===== src/rtl/irq_arb_pkg.sv =====
package irq_arb_pkg;

  typedef enum logic [1:0] {
    ACK_IDLE = 2'd0,
    ACK_VEC  = 2'd1,
    ACK_PASS = 2'd2
  } ack_state_e;

endpackage


===== src/rtl/irq_req_latch.sv =====
module irq_req_latch (
  input  logic clk,
  input  logic rst_n,
  input  logic flag,
  input  logic en,
  input  logic clr,
  output logic pend
);

  logic cond;
  logic cond_q;
  logic pend_q;
  logic pend_d;

  assign cond = flag & en;

  always_comb begin
    pend_d = pend_q & ~clr;
    if (cond && !cond_q) begin
      pend_d = 1'b1;
    end
    if (!en) begin
      pend_d = 1'b0;
    end
  end

  always_ff @(posedge clk or negedge rst_n) begin
    if (!rst_n) begin
      cond_q <= 1'b0;
      pend_q <= 1'b0;
    end else begin
      cond_q <= cond;
      pend_q <= pend_d;
    end
  end

  assign pend = pend_q;

endmodule


===== src/rtl/irq_prio_pick.sv =====
module irq_prio_pick #(
  parameter int N   = 8,
  parameter int IDX_W = $clog2(N)
) (
  input  logic [N-1:0]     req,
  output logic             any,
  output logic [IDX_W-1:0] idx,
  output logic [N-1:0]     grant
);

  always_comb begin
    idx   = '0;
    grant = '0;
    for (int i = N - 1; i >= 0; i--) begin
      if (req[i]) begin
        idx   = IDX_W'(i);
        grant = N'(1) << i;
      end
    end
  end

  assign any = |req;

endmodule


===== src/rtl/irq_vec_calc.sv =====
module irq_vec_calc #(
  parameter int NCH    = 4,
  parameter int VEC_W  = 9,
  parameter int BASE_W = 4,
  parameter logic [VEC_W-1:0] CONS_RX_VEC = 9'o060,
  parameter logic [VEC_W-1:0] CONS_TX_VEC = 9'o064
) (
  input  logic [$clog2(2*NCH)-1:0] idx,
  input  logic [BASE_W-1:0]        base_sel,
  input  logic                     console_en,
  output logic [VEC_W-1:0]         vec
);

  localparam int CH_W  = $clog2(NCH);
  localparam int SRC_W = $clog2(2*NCH);
  localparam int BASE_SHIFT = CH_W + 3;

  logic [CH_W-1:0] ch;
  logic            is_tx;
  logic [VEC_W-1:0] plain_vec;

  assign ch    = idx[CH_W-1:0];
  assign is_tx = idx[SRC_W-1];

  assign plain_vec = (VEC_W'(base_sel) << BASE_SHIFT)
                   | (VEC_W'(ch) << 3)
                   | (VEC_W'(is_tx) << 2);

  always_comb begin
    vec = plain_vec;
    if (console_en && (ch == CH_W'(NCH - 1))) begin
      vec = is_tx ? CONS_TX_VEC : CONS_RX_VEC;
    end
  end

endmodule


===== src/rtl/irq_vector_arb.sv =====
module irq_vector_arb
  import irq_arb_pkg::*;
#(
  parameter int NCH    = 4,
  parameter int NLVL   = 4,
  parameter int VEC_W  = 9,
  parameter int BASE_W = VEC_W - $clog2(NCH) - 3
) (
  input  logic                     clk,
  input  logic                     rst_n,
  input  logic [2*NCH-1:0]         src_flag,
  input  logic [2*NCH-1:0]         src_en,
  input  logic [BASE_W-1:0]        base_sel,
  input  logic                     console_en,
  input  logic [$clog2(NLVL)-1:0]  level_sel,
  input  logic [NLVL-1:0]          hi_req_mon,
  input  logic                     iack_in,
  output logic [NLVL-1:0]          irq_out,
  output logic [VEC_W-1:0]         vec_out,
  output logic                     vec_valid,
  output logic                     iack_out
);

  localparam int NSRC  = 2 * NCH;
  localparam int SRC_W = $clog2(NSRC);
  localparam int LVL_W = $clog2(NLVL);

  logic [NSRC-1:0]  pend;
  logic [NSRC-1:0]  clr;
  logic [NSRC-1:0]  grant;
  logic             any;
  logic [SRC_W-1:0] win_idx;
  logic [VEC_W-1:0] win_vec;

  ack_state_e       state_q, state_d;
  logic             iack_q;
  logic [VEC_W-1:0] vec_q, vec_d;
  logic             iack_rise;
  logic             blocked;
  logic             take;

  // per-source request latches
  for (genvar s = 0; s < NSRC; s++) begin : g_src
    irq_req_latch u_latch (
      .clk  (clk),
      .rst_n(rst_n),
      .flag (src_flag[s]),
      .en   (src_en[s]),
      .clr  (clr[s]),
      .pend (pend[s])
    );
  end

  irq_prio_pick #(.N(NSRC)) u_pick (
    .req  (pend),
    .any  (any),
    .idx  (win_idx),
    .grant(grant)
  );

  irq_vec_calc #(.NCH(NCH), .VEC_W(VEC_W), .BASE_W(BASE_W)) u_vec (
    .idx       (win_idx),
    .base_sel  (base_sel),
    .console_en(console_en),
    .vec       (win_vec)
  );

  // bus request line of the configured level
  for (genvar l = 0; l < NLVL; l++) begin : g_lvl
    assign irq_out[l] = any & (level_sel == LVL_W'(l));
  end

  // a device on a strictly higher level is requesting
  always_comb begin
    blocked = 1'b0;
    for (int j = 0; j < NLVL; j++) begin
      if ((LVL_W'(j) > level_sel) && hi_req_mon[j]) begin
        blocked = 1'b1;
      end
    end
  end

  assign iack_rise = iack_in & ~iack_q;
  assign take      = iack_rise & (state_q == ACK_IDLE) & any & ~blocked;
  assign clr       = take ? grant : '0;

  always_comb begin
    state_d = state_q;
    vec_d   = vec_q;
    if (!iack_in) begin
      state_d = ACK_IDLE;
    end else if (iack_rise && (state_q == ACK_IDLE)) begin
      if (take) begin
        state_d = ACK_VEC;
        vec_d   = win_vec;
      end else begin
        state_d = ACK_PASS;
      end
    end
  end

  always_ff @(posedge clk or negedge rst_n) begin
    if (!rst_n) begin
      state_q <= ACK_IDLE;
      iack_q  <= 1'b0;
      vec_q   <= '0;
    end else begin
      state_q <= state_d;
      iack_q  <= iack_in;
      if (take) begin
        vec_q <= vec_d;
      end
    end
  end

  assign vec_valid = (state_q == ACK_VEC);
  assign iack_out  = (state_q == ACK_PASS);
  assign vec_out   = vec_valid ? vec_q : '0;

endmodule


===== config.mk =====
export PLATFORM = sky130hd
export DESIGN_NAME = irq_vector_arb
export DESIGN_NICKNAME = d
export VERILOG_FILES = /design/src/rtl/irq_arb_pkg.sv /design/src/rtl/irq_req_latch.sv /design/src/rtl/irq_prio_pick.sv /design/src/rtl/irq_vec_calc.sv /design/src/rtl/irq_vector_arb.sv
export SDC_FILE = /design/constraint.sdc
export NUM_CORES = 1
export LEC_CHECK = 0
export BUFFER_PORTS_ARGS = -buffer_cell sky130_fd_sc_hd__clkbuf_2
export CAP_MARGIN = 20
export CORE_MARGIN = 4
export CORE_UTILIZATION = 45
export DETAILED_ROUTE_END_ITERATION = 7
export PLACE_DENSITY_LB_ADDON = 0.05
export SLEW_MARGIN = 0
export SYNTH_ARGS = -nofsm -noshare
export SYNTH_HDL_FRONTEND = slang
export SYNTH_HIERARCHICAL = 1
export SYNTH_SLANG_ARGS = --single-unit

===== constraint.sdc =====
create_clock -name clk -period 3.35 [get_ports clk]
set_clock_uncertainty 0.05 [all_clocks]
set_input_delay 0.335 -clock clk [delete_from_list [all_inputs] [get_ports clk]]
set_output_delay 0.335 -clock clk [all_outputs]
set_load 0.02 [all_outputs]

==> reports/metrics.yaml <==
max_freq_mhz: 392
firstDrtPassIters: 4
power_density_nw_per_um2: 424
layout_commonest_cell: "clkbuf_2"
crit_type: "register to register"
grt_overflow: 0
start_util: 0.488
grt_pass1_vias: 1061
vias: 1061
place.port_buffers: 43
power_frac_clock: 0.214
antenna_found_initial: 0
seq_power_share: 0.560
num_antenna_cells: 0
hold_depth: 1
cp_max_fo: 18
reg2reg_slack_ns: 0.80
drive_gt1_frac: 0.459
internal_power_mw: 0.552
grt_max_degree: 29
gp_congestion: 0.700
final_hold_viol_count: 0
status: "finished clean"
synth_compound_gate_area_share: 0.120
hold_class: "primary input to register"
ir_drop_mv: 0.173
die-area_um2: 4420
wl_per_cell_um: 12.0
wl_met2_mm: 1.38
post-dp-hpwl_mm: 2.04
cts_buffers: 3
wl_met3_um: 163
setup-violations-final: 0
maxSlewHeadroom: 0.531
synth_area_um2: 1540
synthXorXnorAreaFrac: 0
power_leakage_nw: 0.882
worst_skew_pair.late_latency_ns: 0.32
layout_common_cells: "clkbuf_2, dfrtp_1, and2_1"
switchingPower_mw: 0.209
register_area_um2: 701
fin_nets: 212
start_kind: "register"
comb_power_share: 0.226
totalPowerFinal_mw: 0.761
coreArea_um2: 3150
post_cts_buffers: 0
cts_root_buffer: "clkbuf_4"
antenna_left: 0
cts.sinks: 28
synth_cells: 140
rows: 20
grt_pass1_wl_mm: 4.73
synth.distinct_cells: 34
fill_cells: 294
post-route-period-util: 0.761
endpoint_kind: "register"
yosys_warnings: 6
p_sw_frac: 0.274
drtIter0Drc: 16
fin_crit_ns: 2.55
grt_usage: 0.138
synthSimpleGateAreaFrac: 0.308
multi_input_comb_area_um2: 769
fin_setup_tns_ns: 0
finalMaxSlewViolations: 0
drt_wl_total_mm: 2.71
htreeDepth: 1
drc: 0
place_ws_ns: 0.858
vias_per_cell: 4.72
die_y_um: 66.5
tritoncts: "done"
clk_pin_slew_ns: 0.15
cts_resized: 0
grt_setup_unrepaired: "no"
syn_area_per_cell_um2: 11.0
met1_length_mm: 1.15
cts_buffer_depth: 2
synthMuxAreaShare: 0.0683
setup_slack_ns: 0.800
cap_violations: 0
synth_top_family_by_area: "simple AND/OR/NAND/NOR gates"
ff2ff_path_depth: 8
arrival_ns: 2.76
synthAdderAreaFrac: 0
tightestPinTransition_ns: 0.704
highest_layer: "met4"
synth.ff_latch_count: 28
area_growth_syn_to_layout_pct: 16.7
die_w_um: 66.5
yosysSeqAreaShare: 0.456
required_ns: 3.56
io_pins: 45
-- state kept, by name, indices dropped and copies added (netlist names) --
signal,count
vec_q,9
g_src.u_latch/cond_q,8
g_src.u_latch/pend,8
state_q,2
iack_q,1
-- per-layer routing --
metal	up-vias	track usage
met3	2	0.0202
met4	0	0.0457
met5	-	0
met2	30	0.234
li1	541	-
met1	488	0.180
-- Yosys cell counts, drive strengths merged --
library cell / count / area, µm²
dfrtp: 28 / 701
nor3b: 5 / 37.5
a21o: 1 / 8.76
nor4b: 1 / 15.0
o41ai: 1 / 8.76
a21boi: 10 / 109
o21ai: 2 / 10.0
nor2: 6 / 22.5
clkbuf: 2 / 7.51
buf: 6 / 56.3
nor3: 1 / 10.0
and3: 2 / 15.0
nand2b: 17 / 106
o21bai: 1 / 7.51
nor2b: 4 / 25.0
nand2: 3 / 13.8
and2: 30 / 198
inv: 2 / 7.51
a211oi: 1 / 7.51
nand3: 1 / 10.0
or4: 1 / 11.3
mux2: 9 / 105
and2b: 1 / 8.76
a21oi: 2 / 13.8
conb: 1 / 3.75
a22o: 1 / 8.76
o211a: 1 / 10.0
-- cells by family after synthesis --
group | Yosys count
flops | 28
buf+inv | 10
mux | 9
compound gates | 20
simple gates | 72
other cells | 1
-- power groups by stage --
stage | clock network, mW | registers, mW | logic, mW
6_report | 0.163 | 0.426 | 0.172
5_1_grt | 0.193 | 0.437 | 0.191
4_1_cts | 0.175 | 0.428 | 0.175
3_5_place_dp | 0 | 0.435 | 0.173
3_3_place_gp | 0 | 0.429 | 0.167
2_1_floorplan | 0 | 0.422 | 0.131
-- final timing paths --
check | startpoint | endpoint
max in group asynchronous | rst_n | g_src[4].u_latch/pend$_DFF_PN0_
worst max-delay path | g_src[2].u_latch/pend$_DFF_PN0_ | g_src[7].u_latch/pend$_DFF_PN0_
min in group asynchronous | rst_n | vec_q[7]$_DFFE_PN0P_
worst max register to register | g_src[2].u_latch/pend$_DFF_PN0_ | g_src[7].u_latch/pend$_DFF_PN0_
worst min register to register | vec_q[5]$_DFFE_PN0P_ | vec_q[5]$_DFFE_PN0P_
worst min-delay path | iack_in | iack_q$_DFF_PN0_
-- metrics by stage --
| step | hold WS [ns] | cells | area [µm²] | utilization |
|---|---|---|---|---|
| global route | 0.0746 | 225 | 1790 | 0.569 |
| global placement | 0.359 | 220 | 1750 | 0.554 |
| CTS | 0.0898 | 225 | 1790 | 0.569 |
| detailed placement | 0.366 | 220 | 1750 | 0.554 |
| finish | 0.109 | 225 | 1790 | 0.569 |
| floorplan | -0.0106 | 141 | 1540 | - |
-- area by class of cell --
cell class              instances  share of cell area
multi-input cells             103               0.429
flip-flops and latches         28               0.391
well taps                      44              0.0307
clock buffers                   4              0.0202
repair buffers                 44               0.126
inverters                       2             0.00418
-- worst max-delay path, stage by stage (launching register included) --
cell and delay [ns]:
dfrtp_1 0.45, or4_4 0.57, nor3_2 0.19, nand2_1 0.13
a21boi_2 0.18, o211a_1 0.33, and2_2 0.30, nand2b_1 0.16
a21boi_2 0.13
-- repair_timing --
| item | 4_1_cts | 5_1_grt |
|---|---|---|
| hold buffers | 1 | 0 |
| endpoints found under the setup margin | 0 | 0 |
| hold endpoints to repair | 28 | 0 |
(Power assumes the default switching activity.)
